`src/rtl/rgc_pkg.sv`:
```
package rgc_pkg;
  typedef enum logic [1:0] {
    ST_IDLE  = 2'd0,
    ST_ARM   = 2'd1,
    ST_COUNT = 2'd2
  } meas_state_e;
endpackage

```
`src/rtl/rgc_edge_sync.sv`:
```
module rgc_edge_sync #(
  parameter int STAGES = 2
) (
  input  logic clk_i,
  input  logic rst_ni,
  input  logic async_i,
  output logic rise_o
);
  // STAGES sync flops plus one history flop for edge detection
  logic [STAGES:0] sh_q;

  always_ff @(posedge clk_i or negedge rst_ni) begin
    if (!rst_ni) sh_q <= '0;
    else         sh_q <= {sh_q[STAGES-1:0], async_i};
  end

  assign rise_o = sh_q[STAGES-1] & ~sh_q[STAGES];
endmodule

```
`src/rtl/rgc_sat_counter.sv`:
```
module rgc_sat_counter #(
  parameter int W = 16
) (
  input  logic         clk_i,
  input  logic         rst_ni,
  input  logic         clr_i,
  input  logic         en_i,
  output logic [W-1:0] cnt_next_o,
  output logic         ovf_next_o
);
  localparam logic [W-1:0] MaxVal = {W{1'b1}};

  logic [W-1:0] cnt_q;
  logic         ovf_q;

  always_comb begin
    cnt_next_o = (cnt_q == MaxVal) ? MaxVal : cnt_q + 1'b1;
    ovf_next_o = ovf_q | (cnt_next_o == MaxVal);
  end

  always_ff @(posedge clk_i or negedge rst_ni) begin
    if (!rst_ni) begin
      cnt_q <= '0;
      ovf_q <= 1'b0;
    end else if (clr_i) begin
      cnt_q <= '0;
      ovf_q <= 1'b0;
    end else if (en_i) begin
      cnt_q <= cnt_next_o;
      ovf_q <= ovf_next_o;
    end
  end
endmodule

```
`src/rtl/rgc_ctrl.sv`:
```
module rgc_ctrl
  import rgc_pkg::*;
#(
  parameter int W = 16
) (
  input  logic         clk_i,
  input  logic         rst_ni,
  input  logic         start_i,
  input  logic [W-1:0] n_i,
  input  logic         rise_i,
  input  logic [W-1:0] fast_next_i,
  input  logic         fast_ovf_i,
  output logic         cnt_clr_o,
  output logic         cnt_en_o,
  output logic         busy_o,
  output logic         done_o,
  output logic [W-1:0] count_o,
  output logic         ovf_o
);
  meas_state_e  state_q;
  logic [W-1:0] n_eff_q;
  logic [W-1:0] ref_cnt_q;
  logic         last_edge;

  assign last_edge = rise_i && (ref_cnt_q == n_eff_q - 1'b1);
  assign cnt_clr_o = (state_q == ST_ARM) && last_edge;
  assign cnt_en_o  = (state_q == ST_COUNT);
  assign busy_o    = (state_q != ST_IDLE);

  always_ff @(posedge clk_i or negedge rst_ni) begin
    if (!rst_ni) begin
      state_q   <= ST_IDLE;
      n_eff_q   <= '0;
      ref_cnt_q <= '0;
      done_o    <= 1'b0;
      count_o   <= '0;
      ovf_o     <= 1'b0;
    end else begin
      done_o <= 1'b0;
      unique case (state_q)
        ST_IDLE: begin
          if (start_i) begin
            n_eff_q   <= (n_i == '0) ? W'(1) : n_i;
            ref_cnt_q <= '0;
            state_q   <= ST_ARM;
          end
        end
        ST_ARM: begin
          if (last_edge) begin
            ref_cnt_q <= '0;
            state_q   <= ST_COUNT;
          end else if (rise_i) begin
            ref_cnt_q <= ref_cnt_q + 1'b1;
          end
        end
        ST_COUNT: begin
          if (last_edge) begin
            count_o <= fast_next_i;
            ovf_o   <= fast_ovf_i;
            done_o  <= 1'b1;
            state_q <= ST_IDLE;
          end else if (rise_i) begin
            ref_cnt_q <= ref_cnt_q + 1'b1;
          end
        end
        default: state_q <= ST_IDLE;
      endcase
    end
  end
endmodule

```
`src/rtl/ref_gated_counter.sv`:
```
module ref_gated_counter #(
  parameter int CNT_W       = 16,
  parameter int SYNC_STAGES = 2
) (
  input  logic             clk_i,
  input  logic             rst_ni,
  input  logic             ref_clk_i,
  input  logic             start_i,
  input  logic [CNT_W-1:0] meas_n_i,
  output logic             busy_o,
  output logic             done_o,
  output logic [CNT_W-1:0] count_o,
  output logic             ovf_o
);
  logic             ref_rise;
  logic             cnt_clr, cnt_en, fast_ovf;
  logic [CNT_W-1:0] fast_next;

  rgc_edge_sync #(.STAGES(SYNC_STAGES)) u_sync (
    .clk_i   (clk_i),
    .rst_ni  (rst_ni),
    .async_i (ref_clk_i),
    .rise_o  (ref_rise)
  );

  rgc_sat_counter #(.W(CNT_W)) u_fast (
    .clk_i      (clk_i),
    .rst_ni     (rst_ni),
    .clr_i      (cnt_clr),
    .en_i       (cnt_en),
    .cnt_next_o (fast_next),
    .ovf_next_o (fast_ovf)
  );

  rgc_ctrl #(.W(CNT_W)) u_ctrl (
    .clk_i       (clk_i),
    .rst_ni      (rst_ni),
    .start_i     (start_i),
    .n_i         (meas_n_i),
    .rise_i      (ref_rise),
    .fast_next_i (fast_next),
    .fast_ovf_i  (fast_ovf),
    .cnt_clr_o   (cnt_clr),
    .cnt_en_o    (cnt_en),
    .busy_o      (busy_o),
    .done_o      (done_o),
    .count_o     (count_o),
    .ovf_o       (ovf_o)
  );
endmodule

```
`config.mk`:
```
export PLATFORM = sky130hd
export DESIGN_NAME = ref_gated_counter
export DESIGN_NICKNAME = d
export VERILOG_FILES = /design/src/rtl/rgc_pkg.sv /design/src/rtl/rgc_edge_sync.sv /design/src/rtl/rgc_sat_counter.sv /design/src/rtl/rgc_ctrl.sv /design/src/rtl/ref_gated_counter.sv
export SDC_FILE = /design/constraint.sdc
export NUM_CORES = 1
export LEC_CHECK = 0
export ABC_AREA = 0
export ABC_CLOCK_PERIOD_IN_PS = 5800
export BUFFER_PORTS_ARGS = -buffer_cell sky130_fd_sc_hd__buf_2
export CORE_MARGIN = 5
export CORE_UTILIZATION = 55
export DETAILED_ROUTE_END_ITERATION = 10
export PLACE_DENSITY = 0.83
export SYNTH_ARGS = -nofsm -noshare
export SYNTH_HDL_FRONTEND = slang
export SYNTH_SLANG_ARGS = --single-unit
export TNS_END_PERCENT = 1
```
`constraint.sdc`:
```
create_clock -name clk_i -period 5.8 [get_ports clk_i]
set_clock_uncertainty 0.05 [all_clocks]
set_input_delay 0.58 -clock clk_i [delete_from_list [all_inputs] [get_ports clk_i]]
set_output_delay 0.58 -clock clk_i [all_outputs]
set_load 0.01 [all_outputs]
```
## After elaboration in Yosys (flattened, before gate mapping)

Cells that the tools add are included.

- Input bits: 20
- Register bits after elaboration: 72

- Reductions and logical operators: 11
- Eq/ne operators: 9
- Multiplexer cells: 17
- Bitwise logic cells: 3
- Add/sub/neg operators: 3

Operators with widths:

| cell | number |
|---|---|
| 16-bit two-way mux | 8 |
| 16-bit case mux with 3 select lines | 1 |
| 16-bit by 1-bit adder with 16-bit output (second input constant) | 2 |
| 16-bit equality test (second input constant) | 2 |
| 16-bit equality test | 1 |
| 16-bit logical NOT | 1 |
| 16-bit by 1-bit subtractor with 16-bit output (second input constant) | 1 |
| 2-bit two-way mux | 3 |
| 2-bit case mux with 3 select lines | 1 |
| 3-bit AND reduction | 2 |
| 1-bit two-way mux | 4 |
| 2-bit by 1-bit != test with 1-bit output (second input constant) | 2 |
| 2-bit != test (second input constant) | 2 |
| 2-bit AND reduction | 2 |
| 2-bit nonzero test | 2 |
| 3-bit nonzero test | 1 |
| 2-bit by 1-bit equality test with 1-bit output (second input constant) | 1 |
| 2-bit equality test (second input constant) | 1 |
| 1-bit logical AND | 2 |
| 2-bit logical NOT | 1 |
| 1-bit bitwise AND | 1 |
| 1-bit NOT | 1 |
| 1-bit bitwise OR | 1 |

## Longest topological paths before layout

- Word-level depth: 6
- Gate-level depth with buffers: 12
- Depth with buffers taken out: 10

## Modules after synthesis

From an unflattened synthesis, not the netlist that was laid out.

- Cell total of the unflattened synthesis: 482
- Area total of the unflattened synthesis: 4698.3 um2

By module, submodules not included:

| module | instances | area an instance (um2) | sequential area each (um2) | cells each |
|---|---|---|---|---|
| rgc_ctrl | 1 | 3260.6 | 1301.2 | 325 |
| rgc_sat_counter | 1 | 1348.8 | 425.4 | 153 |
| rgc_edge_sync | 1 | 88.8 | 75.1 | 4 |

## Least setup slack after synthesis

No wires, ideal clock.

- Kind: register to register
- Start point: register u_ctrl.n_eff_q[0]
- End point: register u_ctrl.count_o[10]
- Period minus slack after synthesis: 3.261 ns
- Stages on the path, launching flop included: 12
- Arrival: 3.083 ns
- Slack: 2.539 ns
- Setup time: 0.127 ns
- Required time: 5.623 ns
- Path through: dfrtp_1 -> inv_1 -> ha_1 -> or4b_4 -> nor4_4 -> mux2i_1 -> o211ai_1 -> or4_4 -> nor3_4 -> buf_6 -> buf_6 -> mux2_1

- Word-level cells in the longest chain between the ends: 4

Ends and longest elaborated chain:

| what | line | RTL |
|---|---|---|
| start, declared | rgc_ctrl.sv:21 | `logic [W-1:0] n_eff_q;` |
| start signal, assigned | rgc_ctrl.sv:43 | `n_eff_q <= (n_i == '0) ? W'(1) : n_i;` |
| 16-bit by 1-bit subtractor with 16-bit output | rgc_ctrl.sv:25 | `assign last_edge = rise_i && (ref_cnt_q == n_eff_q - 1'b1);` |
| 16-bit equality test | rgc_ctrl.sv:25 |  |
| 1-bit logical AND | rgc_ctrl.sv:25 |  |
| 2-bit AND reduction (no line) | n/a |  |
| end signal, assigned | rgc_ctrl.sv:58 | `count_o <= fast_next_i;` |
| end, declared | rgc_ctrl.sv:17 | `output logic [W-1:0] count_o,` |

No other way between the ends.
A chain may end at the register's enable or synchronous reset.

## Final worst setup path

- Start point: register u_ctrl.n_eff_q[0]
- End point: register u_ctrl.count_o[4]

The elaborated chain is that of the path after synthesis.

==> metrics.md <==
| Metric | Value |
|---|---|
| Register area | `1800 sq um` |
| Port Buffers | `38` |
| WL per Instance | `16.5 um` |
| Crit-path cells | `inv_1, ha_1, or4b_4, nor4_4, mux2i_1, o211ai_1, or4_4, nor3_4, buf_4, o211ai_1, o21a_1` |
| Detailed Route Iter0 Violations | `182` |
| First-pass DRT Iterations | `8` |
| Power per Cell Area | `366 nW/um^2` |
| Pin count of the biggest net entering global routing | `73` |
| Worst slew pin tran | `1.25 ns` |
| Die ar. | `9510 sq um` |
| Worst Reg-to-Reg Cells | `11` |
| Critical Path Max Stage Delay | `0.95 ns` |
| Fin nets | `491` |
| Final Hold Fails | `0` |
| Clk_lat worst skew | `0.35 ns` |
| # setup viols final | `0` |
| Ys flop type | `dfrtp_1` |
| Die X-Extent | `97.5 um` |
| Post-synthesis cell type count | `64` |
| Status | `complete, no violations` |
| P_leak | `1.98 nW` |
| TritonCTS clock tree | `done` |
| CTS Buf Count | `9` |
| Peak supply drop | `190 uV` |
| Post-Route Setup TNS | `0 ns` |
| Mean post-synth cell area | `9.77 sq um` |
| WP data required | `5.99 ns` |
| Total wire length | `9430 um` |
| Top delay family on crit path | `simple AND/OR/NAND/NOR gates` |
| Residual DRC | `0` |
| Via/cell ratio | `6.15` |
| Standard-cell row count | `32` |
| Vias in the first global route | `3,459` |
| Flop and latch count out of synthesis | `72` |
| Area of the multi-input gates | `2240 sq um` |
| Final Wtd Congestion | `0.880` |
| Most used cell, CP | `o211ai_1` |
| Detail Route Antenna Nets | `0` |
| Largest fanout on the critical path | `36` |
| Dpl ws | `1.67 ns` |
| IO Pins | `39` |
| Layout cells sized above 1 | `18.1%` |
| Fillcell total | `647` |
| Syn. warnings | `0` |
| Antenna violations before repair | `0` |
| Hold_buf cts | `0` |
| Final-report max-slew violation count | `0` |
| Clk sink count | `72` |
| Sequential area share after synthesis | `42.8%` |
| Critical Path Start Type | `register` |
| Crit end category | `register` |
| Slowest CP cell | `nor3_4` |
| Fin util | `61.1%` |
| Worst-path clk slew | `0.07 ns` |
| Hold WC Path Type | `input port to register` |
| Htree depth | `3` |
| Hold Crit Depth | `1` |
| Hold Startpoint | `ref_clk_i` |
| Tot GR Track Use | `20.3%` |
| Unrepaired setup endpoints after global routing | `no` |
| DR vias | `3,511` |
| Rel. slew slack | `16.3%` |
| Starting density of the core | `55.3%` |
| Cell count after synthesis | `431` |
| Worst R2R Start | `u_ctrl.n_eff_q[0]$_DFFE_PN0P_` |
| Synthesis-to-finish area growth | `10.4%` |
| Final worst-path cycle share | `71.7%` |
| DP Wirelength | `6630 um` |
| First-pass GRT wire length | `16,100 um` |
| Area of the mapped netlist | `4210 sq um` |
| Crit path DAT | `4.34 ns` |
| Hold Crit Endpoint | `u_sync.sh_q[0]$_DFF_PN0_` |
| Grt ovf | `0` |
| Synth area leaders | `dfrtp_1, mux2_2, xnor2_1` |
| Final Power | `1.70 mW` |
| FF-to-FF setup slack | `1.64 ns` |
| Net Count, Synth | `457` |
| Min Tclk post-route | `4.16 ns` |
| CTS Buffer Depth | `2` |
| Buf/Inv on CP | `2` |
| Root buffer cell | `clkbuf_8` |
| Diode count | `0` |
| WS Path Type | `register to register` |
| Area leader, netlist | `dfrtp_1` |
| Post-CTS Setup Bufs | `0` |
| Synth top area share | `42.8%` |
| Final WS setup | `1.64 ns` |
| Gates resized, CTS repair | `0` |
| Asr flop ratio synth | `100%` |
| Reg-to-reg critical path endpoint | `u_ctrl.count_o[4]$_DFFE_PN0P_` |
| Max Freq | `0.240 GHz` |
| Core Box Area | `7610 sq um` |
| Die height | `97.5 um` |
| Maxcap violations | `0` |
| Number of flops mapped to enable cells by yosys | `0` |
-- placed cells by master, fill, tap and decap left out, drive strengths merged, types with 4 or more instances in the layout --
cell type / n
a31oi: 10
a22oi: 12
nor4: 8
a211oi: 4
xnor2: 19
nor2b: 5
ha: 6
and3: 4
nand3: 21
or4: 11
clkbuf: 12
o21a: 5
nor3: 18
o21ai: 13
nand2b: 4
inv: 16
nand2: 20
nand4: 7
xor2: 8
or3: 7
mux2: 22
o31ai: 8
buf: 42
nor2: 42
o22ai: 4
mux2i: 5
dfrtp: 72
a21oi: 20
-- report_power, final --
part           leakage (nW)  switching [mW]  internal (mW)  total (mW)
sequential            0.944           0.157          0.596       0.753
clock                0.0967           0.175          0.240       0.416
combinational         0.943           0.289          0.243       0.532
-- metal layers --
layer | global-route usage, % | routed length [um]
met4 | 8.31 | 271
met1 | 24.9 | 3950
met2 | 34.6 | 4790
met3 | 4.45 | 410
met5 | 0 | 0
-- cell usage after synthesis (6+ instances only) --
| master | number |
|---|---|
| o31ai_1 | 8 |
| nor3_1 | 15 |
| nor4_1 | 7 |
| or4_1 | 10 |
| mux2_2 | 17 |
| a21oi_1 | 20 |
| xor2_1 | 8 |
| nor2_1 | 42 |
| a22oi_1 | 10 |
| ha_1 | 6 |
| nand4_1 | 7 |
| o21ai_0 | 7 |
| nand3_1 | 21 |
| o21ai_1 | 6 |
| nand2_1 | 20 |
| dfrtp_1 | 72 |
| inv_1 | 16 |
| a31oi_1 | 10 |
| xnor2_1 | 19 |
| or3_1 | 7 |
| clkbuf_1 | 9 |
-- registers in the layout (all words and copies together) (netlist names) --
name              count
u_ctrl.n_eff_q       16
u_ctrl.count_o       16
u_fast.cnt_q         16
u_ctrl.done_o         1
u_fast.ovf_q          1
u_ctrl.ref_cnt_q     16
u_ctrl.ovf_o          1
u_sync.sh_q           3
u_ctrl.state_q        2
-- final cells by class --
class                      count  area share (%)
inverter                      16            1.29
sequential                    72            38.8
clock inverter                 3            1.45
tap                          102            2.75
multi-input combinational    324            48.1
clock buffer                  12            2.91
timing repair buffer          42            4.74
-- worst max path at each step --
stage | from | to | cells after the start
floorplan | u_ctrl.n_eff_q[0]$_DFFE_PN0P_ | u_ctrl.count_o[10]$_DFFE_PN0P_ | 11
global placement | u_ctrl.n_eff_q[0]$_DFFE_PN0P_ | u_ctrl.count_o[4]$_DFFE_PN0P_ | 11
global route | u_ctrl.n_eff_q[0]$_DFFE_PN0P_ | u_ctrl.count_o[4]$_DFFE_PN0P_ | 11
CTS | u_ctrl.n_eff_q[0]$_DFFE_PN0P_ | u_ctrl.count_o[4]$_DFFE_PN0P_ | 11
detailed placement | u_ctrl.n_eff_q[0]$_DFFE_PN0P_ | u_ctrl.count_o[4]$_DFFE_PN0P_ | 11
finish | u_ctrl.n_eff_q[0]$_DFFE_PN0P_ | u_ctrl.count_o[4]$_DFFE_PN0P_ | 11
-- through the flow --
step	hold slack, ns	area (sq um)	cells
finish	0.293	4650	571
global route	0.266	4650	571
CTS	0.277	4650	571
detailed placement	0.296	4450	556
global placement	0.285	4450	556
floorplan	0.234	4210	431
-- logic make-up (layout without fill, tap and decap cells) --
family	after synthesis	after routing	share of synthesized area (%)
fa+ha+maj	6	6	1.78
mux	27	27	7.07
xor+xnor	27	27	5.62
buf+inv	35	73	4.10
compound gates	101	101	16.9
flops	72	72	42.8
simple gates	163	163	21.8
(Power assumes the default switching activity.)
